[src/rtl/pal_claim_pkg.sv]
package pal_claim_pkg;
  typedef enum logic [0:0] {ST_IDLE, ST_ACTIVE} cyc_state_e;

  typedef struct packed {
    logic claim_pci;
    logic claim_lb;
  } claim_dec_t;

  localparam int ERR_W        = 3;
  localparam int ERR_ABORT    = 0;
  localparam int ERR_RETRY_WR = 1;
  localparam int ERR_RETRY_RD = 2;
endpackage

[src/rtl/pal_addr_dec.sv]
module pal_addr_dec #(
  parameter int          ADDR_W = 16,
  parameter logic [15:0] BASE   = 16'h03C6,
  parameter int          NPORT  = 4,
  localparam int         IDX_W  = (NPORT > 1) ? $clog2(NPORT) : 1
) (
  input  logic [ADDR_W-1:0] addr,
  output logic              hit,
  output logic [IDX_W-1:0]  idx
);
  logic [NPORT-1:0] match;

  for (genvar g = 0; g < NPORT; g++) begin : g_port
    assign match[g] = (addr == ADDR_W'(BASE + g));
  end

  assign hit = |match;

  always_comb begin
    idx = '0;
    for (int i = 0; i < NPORT; i++) begin
      if (match[i]) idx = IDX_W'(i);
    end
  end

  a_r1_onehot_match: assert final ($onehot0(match));
endmodule

[src/rtl/pal_claim_policy.sv]
module pal_claim_policy
  import pal_claim_pkg::*;
(
  input  logic       clk,
  input  logic       rst_n,
  input  logic       strap_pin,
  input  logic       local_bus,
  input  logic       snoop,
  input  logic       claim_all,
  input  logic       is_write,
  output claim_dec_t dec,
  output logic       strap_q
);
  logic strap_vld_q;
  logic strap_en;
  logic strap_eff;

  assign strap_en = !strap_vld_q;

  always_ff @(posedge clk or negedge rst_n) begin
    if (!rst_n) begin
      strap_vld_q <= 1'b0;
      strap_q     <= 1'b0;
    end else if (strap_en) begin
      strap_vld_q <= 1'b1;
      strap_q     <= strap_pin;
    end
  end

  assign strap_eff = strap_vld_q ? strap_q : strap_pin;

  always_comb begin
    dec = '0;
    if (local_bus) begin
      dec.claim_lb = !is_write || claim_all || strap_eff;
    end else begin
      dec.claim_pci = !is_write || !snoop;
    end
  end

  a_r8_strap_held: assert property (@(posedge clk) disable iff (!rst_n)
    $past(strap_vld_q) |-> $stable(strap_q));
endmodule

[src/rtl/pal_cycle_fsm.sv]
module pal_cycle_fsm
  import pal_claim_pkg::*;
#(
  parameter int IDX_W = 2
) (
  input  logic             clk,
  input  logic             rst_n,
  input  logic             strobe,
  input  logic             is_write,
  input  logic             hit,
  input  logic [IDX_W-1:0] idx,
  input  claim_dec_t       dec,
  input  logic [ERR_W-1:0] err_en,
  input  logic             bus_abort,
  input  logic             bus_retry,
  output logic             wr_stb,
  output logic             rd_oe,
  output logic [IDX_W-1:0] port,
  output logic             claim_pci,
  output logic             claim_lb,
  output logic             ready_lb,
  output logic             abort_take,
  output logic             retry_take
);
  cyc_state_e       state_q, state_n;
  logic             strb_q;
  logic             wr_q, wr_n;
  logic             wr_stb_n, rd_oe_n, claim_pci_n, claim_lb_n, ready_n;
  logic             abort_n, retry_n;
  logic [IDX_W-1:0] port_n;
  logic             start, end_c, abort_c, retry_c, term;

  assign start   = strobe && !strb_q && hit;
  assign end_c   = !strobe;
  assign abort_c = bus_abort && err_en[ERR_ABORT];
  assign retry_c = bus_retry && (wr_q ? err_en[ERR_RETRY_WR] : err_en[ERR_RETRY_RD]);
  assign term    = end_c || abort_c || retry_c;

  always_comb begin
    state_n     = state_q;
    wr_n        = wr_q;
    port_n      = port;
    wr_stb_n    = 1'b0;
    rd_oe_n     = rd_oe;
    claim_pci_n = claim_pci;
    claim_lb_n  = claim_lb;
    ready_n     = ready_lb;
    abort_n     = 1'b0;
    retry_n     = 1'b0;
    unique case (state_q)
      ST_IDLE: begin
        if (start) begin
          state_n     = ST_ACTIVE;
          wr_n        = is_write;
          port_n      = idx;
          wr_stb_n    = is_write;
          rd_oe_n     = !is_write;
          claim_pci_n = dec.claim_pci;
          claim_lb_n  = dec.claim_lb;
          ready_n     = 1'b0;
        end
      end
      ST_ACTIVE: begin
        if (term) begin
          state_n     = ST_IDLE;
          rd_oe_n     = 1'b0;
          claim_pci_n = 1'b0;
          claim_lb_n  = 1'b0;
          ready_n     = 1'b0;
          abort_n     = abort_c;
          retry_n     = retry_c && !abort_c;
        end else begin
          ready_n     = claim_lb;
        end
      end
      default: state_n = ST_IDLE;
    endcase
  end

  always_ff @(posedge clk or negedge rst_n) begin
    if (!rst_n) begin
      state_q    <= ST_IDLE;
      strb_q     <= 1'b0;
      wr_q       <= 1'b0;
      port       <= '0;
      wr_stb     <= 1'b0;
      rd_oe      <= 1'b0;
      claim_pci  <= 1'b0;
      claim_lb   <= 1'b0;
      ready_lb   <= 1'b0;
      abort_take <= 1'b0;
      retry_take <= 1'b0;
    end else begin
      state_q    <= state_n;
      strb_q     <= strobe;
      wr_q       <= wr_n;
      port       <= port_n;
      wr_stb     <= wr_stb_n;
      rd_oe      <= rd_oe_n;
      claim_pci  <= claim_pci_n;
      claim_lb   <= claim_lb_n;
      ready_lb   <= ready_n;
      abort_take <= abort_n;
      retry_take <= retry_n;
    end
  end

  a_r1_start_on_hit: assert property (@(posedge clk) disable iff (!rst_n)
    (state_q == ST_ACTIVE && $past(state_q) == ST_IDLE) |-> $past(hit));
  a_r2_wr_pulse: assert property (@(posedge clk) disable iff (!rst_n)
    wr_stb |=> !wr_stb);
  a_r9_ready_after_claim: assert property (@(posedge clk) disable iff (!rst_n)
    $rose(ready_lb) |-> $past(claim_lb));
  a_r10_single_end: assert property (@(posedge clk) disable iff (!rst_n)
    !(abort_take && retry_take));
endmodule

[src/rtl/pal_port_claim.sv]
module pal_port_claim
  import pal_claim_pkg::*;
#(
  parameter int          ADDR_W = 16,
  parameter logic [15:0] BASE   = 16'h03C6,
  parameter int          NPORT  = 4
) (
  input  logic                       clk,
  input  logic                       rst_n,
  input  logic [ADDR_W-1:0]          cyc_addr,
  input  logic                       cyc_wr,
  input  logic                       cyc_strobe,
  input  logic                       bus_abort,
  input  logic                       bus_retry,
  input  logic                       cfg_local_bus,
  input  logic                       cfg_snoop,
  input  logic                       cfg_claim_all,
  input  logic [2:0]                 cfg_err_en,
  input  logic                       strap_pin,
  output logic                       pal_wr_stb,
  output logic                       pal_rd_oe,
  output logic [$clog2(NPORT)-1:0]   pal_port,
  output logic                       claim_pci,
  output logic                       lb_claim,
  output logic                       lb_ready,
  output logic                       abort_take,
  output logic                       retry_take
);
  localparam int IDX_W = $clog2(NPORT);

  logic             hit;
  logic [IDX_W-1:0] idx;
  claim_dec_t       dec;
  logic             strap_q;

  pal_addr_dec #(.ADDR_W(ADDR_W), .BASE(BASE), .NPORT(NPORT)) u_dec (
    .addr (cyc_addr),
    .hit  (hit),
    .idx  (idx)
  );

  pal_claim_policy u_pol (
    .clk       (clk),
    .rst_n     (rst_n),
    .strap_pin (strap_pin),
    .local_bus (cfg_local_bus),
    .snoop     (cfg_snoop),
    .claim_all (cfg_claim_all),
    .is_write  (cyc_wr),
    .dec       (dec),
    .strap_q   (strap_q)
  );

  pal_cycle_fsm #(.IDX_W(IDX_W)) u_fsm (
    .clk        (clk),
    .rst_n      (rst_n),
    .strobe     (cyc_strobe),
    .is_write   (cyc_wr),
    .hit        (hit),
    .idx        (idx),
    .dec        (dec),
    .err_en     (cfg_err_en),
    .bus_abort  (bus_abort),
    .bus_retry  (bus_retry),
    .wr_stb     (pal_wr_stb),
    .rd_oe      (pal_rd_oe),
    .port       (pal_port),
    .claim_pci  (claim_pci),
    .claim_lb   (lb_claim),
    .ready_lb   (lb_ready),
    .abort_take (abort_take),
    .retry_take (retry_take)
  );

  a_r13_one_bus: assert property (@(posedge clk) disable iff (!rst_n)
    !(claim_pci && lb_claim));
  a_r3_read_claimed: assert property (@(posedge clk) disable iff (!rst_n)
    pal_rd_oe |-> (claim_pci || lb_claim));
  a_r6_mirror_unclaimed: assert property (@(posedge clk) disable iff (!rst_n)
    (pal_wr_stb && $past(cfg_local_bus) && !strap_q && !$past(cfg_claim_all)) |-> !lb_claim);
  a_r10_abort_enabled: assert property (@(posedge clk) disable iff (!rst_n)
    abort_take |-> ($past(cfg_err_en[0]) && !claim_pci && !lb_claim));
endmodule

[config.mk]
export PLATFORM = sky130hd
export DESIGN_NAME = pal_port_claim
export DESIGN_NICKNAME = d
export VERILOG_FILES = /design/src/rtl/pal_claim_pkg.sv /design/src/rtl/pal_addr_dec.sv /design/src/rtl/pal_claim_policy.sv /design/src/rtl/pal_cycle_fsm.sv /design/src/rtl/pal_port_claim.sv
export SDC_FILE = /design/constraint.sdc
export NUM_CORES = 1
export LEC_CHECK = 0
export BUFFER_PORTS_ARGS = -buffer_cell sky130_fd_sc_hd__buf_4
export CORE_MARGIN = 2
export CORE_UTILIZATION = 45
export CTS_CLUSTER_DIAMETER = 60
export DETAILED_ROUTE_END_ITERATION = 8
export GPL_ROUTABILITY_DRIVEN = 0
export GPL_TIMING_DRIVEN = 0
export PLACE_DENSITY = 0.89
export SETUP_SLACK_MARGIN = 0.1
export SYNTH_ARGS = -nofsm -noshare
export SYNTH_HDL_FRONTEND = slang
export SYNTH_HIERARCHICAL = 1
export SYNTH_SLANG_ARGS = --single-unit
[constraint.sdc]
create_clock -name clk -period 3.5 [get_ports clk]
set_input_delay 0.175 -clock clk [delete_from_list [all_inputs] [get_ports clk]]
set_output_delay 0.175 -clock clk [all_outputs]
set_load 0.03 [all_outputs]
# Yosys cells after proc, flatten, opt, wreduce, memory -nomap -nowiden
# Cells that the tools add are included.
# op_classes
addsub,0
mul,0
div_mod_pow,0
order_cmp,0
eq_ne,6
n_shift,0
muxes,26
n_bitwise,1
reduce_logical,18
# op_table
cell,n
$eq A16 B10 Y1 const B,4
$mux W1,19
$pmux W1 S2,5
$logic_and A1 B1 Y1,5
$logic_not A1 Y1,5
$logic_or A1 B1 Y1,5
$mux W2,2
$reduce_and A2 Y1,2
$reduce_or A4 Y1,1
$ne A2 B1 Y1 const B,1
$ne A2 B2 Y1 const B,1
$not A1 Y1,1
# word_totals
regBits,14
latchBits,0
mem_bits_rw,0
rom_bits,0
in_bits,29
out_inout_bits,9
elab_cells,64
n_memories,0

# Depth between registers and ports, before layout
# logic_depth
word_depth,6
ltp_mapped,6
mapped_depth_nobuf,6

# By module
# The synthesis kept the hierarchy.
# by_module_without_submodules
module,instances,cells_per_inst,area_per_inst_um2
pal_cycle_fsm,1,35,513.0
pal_claim_policy,1,7,86.3
pal_addr_dec,1,10,83.8

# Worst setup path after synthesis
# Ideal clock, no wire load.
# synth_timing
kind,input port to flip-flop
start,input port cyc_addr[11]
end,register u_fsm.wr_q
setup_ps,125
t_arrival_ps,1461
required_ps,3375
path_slack_ps,1914
path_stages,6
path_cell_list,nor4_2 nand3_1 nor2_1 nand3b_4 nor2_1 mux2_2
# synth_between
elab_chain_len,4
# synth_rtl
item,line,rtl
from (decl),pal_port_claim.sv:10,"input logic [ADDR_W-1:0] cyc_addr,"
$eq A16 B10 Y1,pal_addr_dec.sv:14,assign match[g] = (addr == ADDR_W'(BASE + g));
$reduce_or A4 Y1 *,pal_addr_dec.sv:17,assign hit = |match;
named net hit,pal_port_claim.sv:31,logic hit;
$logic_and A1 B1 Y1 *,pal_cycle_fsm.sv:33,assign start = strobe && !strb_q && hit;
$reduce_and A2 Y1 (no line) *,n/a,
to (signal assigned),pal_cycle_fsm.sv:96,wr_q <= wr_n;
to (decl),pal_cycle_fsm.sv:27,"logic wr_q, wr_n;"
# The timed path passes the listed nets; every way through them passes the cells marked *.
# A chain may end at the register's enable or synchronous reset.

# Worst setup path after layout
# Same ends and word-level chain as after synthesis.

==> results.txt <==
The post-layout net count came out at 124. Relative to the synthesized area, the layout overhead comes to 48.4%. The total setup buffers inserted after CTS came out at 0. The iteration-0 DRC count of the detailed router came out at 5. The worst-case IR drop observed on VDD is 0.228 mV.

Entering global routing, the biggest net connects 15 pins. From bottom edge to top edge, the die measures 43.0 um. The count of state elements after synthesis is 14. The final wirelength is 1630 um. The path class of the tightest hold or removal check is in2reg. The number of cells in the design after placement is 105. The number of antenna cells inserted is 0. The time the worst path needs with I/O delays and setup came out at 1.61 ns. The cell leakage power is 0.000546 uW. The tool flagged a number of max-cap violations equal to 0. The area of the multi-input gates came out at 318 sq um. Setup repair after global routing left no endpoint under its margin. The initial utilization of the core area, before any placement, comes to 0.464. The count of boundary I/O pins came out at 38. The required time of the critical path is 3.66 ns. Dividing the detail-routed via count by the number of cells gives 5.11. In this run the power density over the cells is 289 nW/um^2. The clock latency reported for the late side of the worst-skew pair came out at 0.27 ns.

For this run, the total global-route usage over all layers was measured as 0.208. The clock tree root driver cell is clkbuf_4. The count of H-tree levels built during CTS is 1.

A synthesized cell averages 13.1 sq um. The proportion of synthesized chip area in sequential cells is 0.513. The timing-limited maximum frequency came out at 620 MHz. The maximum clock path buffer count came out at 2. The max-slew violation count was 0. The number of detailed-route iterations in the first pass is 3.

The overall die width came out at 43.0 um. The capturing element type of the critical path is a register. The mapped netlist covers 683 sq um.

Leaving out fill and tap cells, the most frequent cell in the layout is buf_4. The filler-free cell count of the finished design came out at 109. Summed over all failing endpoints, the final setup total negative slack is 0 ns. Along the worst path, the maximum fanout reaches 5. The final hold violation count is 0.

The flow ran to the end, and the final reports show no timing, DRC or antenna violations. The HPWL reported at the end of detailed placement came out at 1320 um. The maximum clock skew at final layout is 0.00277 ns. The residual overflow from global routing is 0. The via count of the first global-routing pass is 597. The layout cell share with drive strength beyond 1 is 0.559. By startpoint and endpoint, the worst setup path is classified as in2reg. The core region area came out at 1470 sq um. The final number of setup-violating endpoints came out at 0.

After detailed routing, the average wire length per cell comes to 14.9 um. The utilization of the core after routing is 0.689. Timing analysis after detailed placement gives a worst setup slack of 1.60 ns. The area of the die is 1850 sq um.

After detailed routing, the number of remaining DRC violations is 0. The data arrival time at the worst-slack endpoint is 1.78 ns. The gate count after technology mapping is 52.

The global-route wire length before repair is 2670 um. The number of inserted filler cells in the final layout came out at 119. The number of antenna violations at the first check in global routing came out at 0.

The worst setup path is launched from a primary input. The fraction of the cycle the final worst path needs came out at 0.461. The number of warnings printed during yosys synthesis came out at 6. The register cell area after layout is 350 sq um. In the layout the commonest cells are buf_4 (37), dfrtp_1 (14), inv_1 (4).

Port buffering added 37 buffers. After clock tree synthesis, the clock-pin slew on the worst setup and hold paths is 0.07 ns. The number of gates resized after CTS was 0. CTS saw 14 sinks.

The number of vias in the routed layout is 557. The smallest setup slack after layout came out at 1.89 ns. In this run the core area contains 14 standard-cell rows. After clock tree synthesis, the flow added hold-fix buffers numbering 1. TritonCTS built the clock tree.

Synthesis instantiated 26 different standard cells from the library. The CTS buffer count came out at 3. The antenna violation net count after detailed routing came out at 0. The synthesized netlist net count came out at 81.
[cells in the mapped netlist (all sizes together)]
library cell	n	area, sq um
a21bo	1	16.3
conb	1	3.75
and2	1	6.26
nand3b	1	20.0
a22o	1	8.76
inv	4	15.0
nor4	1	12.5
a32o	1	10.0
nand2	1	3.75
and4b	1	10.0
a211oi	1	20.0
o2bb2ai	2	17.5
nor3b	2	20.0
nor2	3	11.3
nand3	1	5.00
a21oi	2	10.0
o31a	1	8.76
or2	1	6.26
and3	1	6.26
dfrtp	14	350
mux2	5	63.8
mux2i	3	30.0
nor2b	2	12.5
nor4b	1	15.0
[layout make-up]
| class | instances | area share |
|---|---|---|
| tap | 16 | 0.0198 |
| inverter | 4 | 0.0148 |
| multi-input combinational | 34 | 0.314 |
| timing repair buffer | 38 | 0.284 |
| clock buffer | 3 | 0.0222 |
| sequential | 14 | 0.346 |
[cell families (layout without fill, tap and decap cells)]
| family | count (synthesis) | count (layout) | synth area share |
|---|---|---|---|
| flip-flops | 14 | 14 | 0.513 |
| AND/OR/NAND/NOR | 16 | 16 | 0.189 |
| buffers and inverters | 4 | 45 | 0.0220 |
| other | 1 | 1 | 0.00549 |
| multiplexers | 8 | 8 | 0.137 |
| AO/OA/AOI/OAI | 9 | 9 | 0.134 |
[critical path, cell delays in order]
cell	delay, ns
buf_4	0.11
nor4_2	0.26
nand3_1	0.17
nor2_1	0.23
nand3b_4	0.15
nor2_1	0.30
mux2_2	0.38
[flip-flops by register name, summed over array words and instances, names as in the netlist]
| name | cells |
|---|---|
| u_fsm/wr_q | 1 |
| u_pol/strap_q | 1 |
| u_fsm/wr_stb | 1 |
| u_pol/strap_vld_q | 1 |
| u_fsm/claim_lb | 1 |
| u_fsm/ready_lb | 1 |
| u_fsm/claim_pci | 1 |
| u_fsm/strb_q | 1 |
| u_fsm/rd_oe | 1 |
| u_fsm/retry_take | 1 |
| u_fsm/abort_take | 1 |
| u_fsm/port | 2 |
| u_fsm/state_q | 1 |
[report_power, final]
group	internal [uW]	switching (uW)
logic	27.0	15.0
registers	164	1.25
clock network	39.9	45.8
total	231	62.1
[layer usage]
metal | up-vias | part of all wire | wire (um) | track usage
met5 | - | 0 | 0 | 0
met4 | 0 | 0.011 | 18 | 0.0667
met3 | 4 | 0.050 | 81 | 0.0766
met2 | 17 | 0.56 | 912 | 0.367
met1 | 270 | 0.38 | 616 | 0.231
li1 | 266 | - | - | -
[through the flow]
step                hold WS (ns)  cell area [sq um]  power (uW)
finish                    0.0406               1010         293
global route              0.0333               1010         307
CTS                       0.0331               1010         298
detailed placement        0.0299                981         210
global placement          0.0274                981         207
floorplan                 -0.121                683         177
[final timing paths]
kind / start / endpoint / slack, ns / depth (start not counted)
worst max-delay path: cyc_addr[11] / u_fsm/wr_q$_DFFE_PN0P_ / 1.89 / 7
worst min register to register: u_fsm/port[1]$_DFFE_PN0P_ / u_fsm/port[1]$_DFFE_PN0P_ / 0.51 / 1
worst max register to register: u_fsm/strb_q$_DFF_PN0_ / u_fsm/wr_q$_DFFE_PN0P_ / 2.12 / 3
max in group asynchronous: rst_n / u_fsm/wr_q$_DFFE_PN0P_ / 3.04 / 2
worst min-delay path: cyc_strobe / u_fsm/strb_q$_DFF_PN0_ / 0.04 / 1
min in group asynchronous: rst_n / u_fsm/abort_take$_DFF_PN0_ / 0.29 / 2
Note: power is estimated with default switching activity, not from simulation.
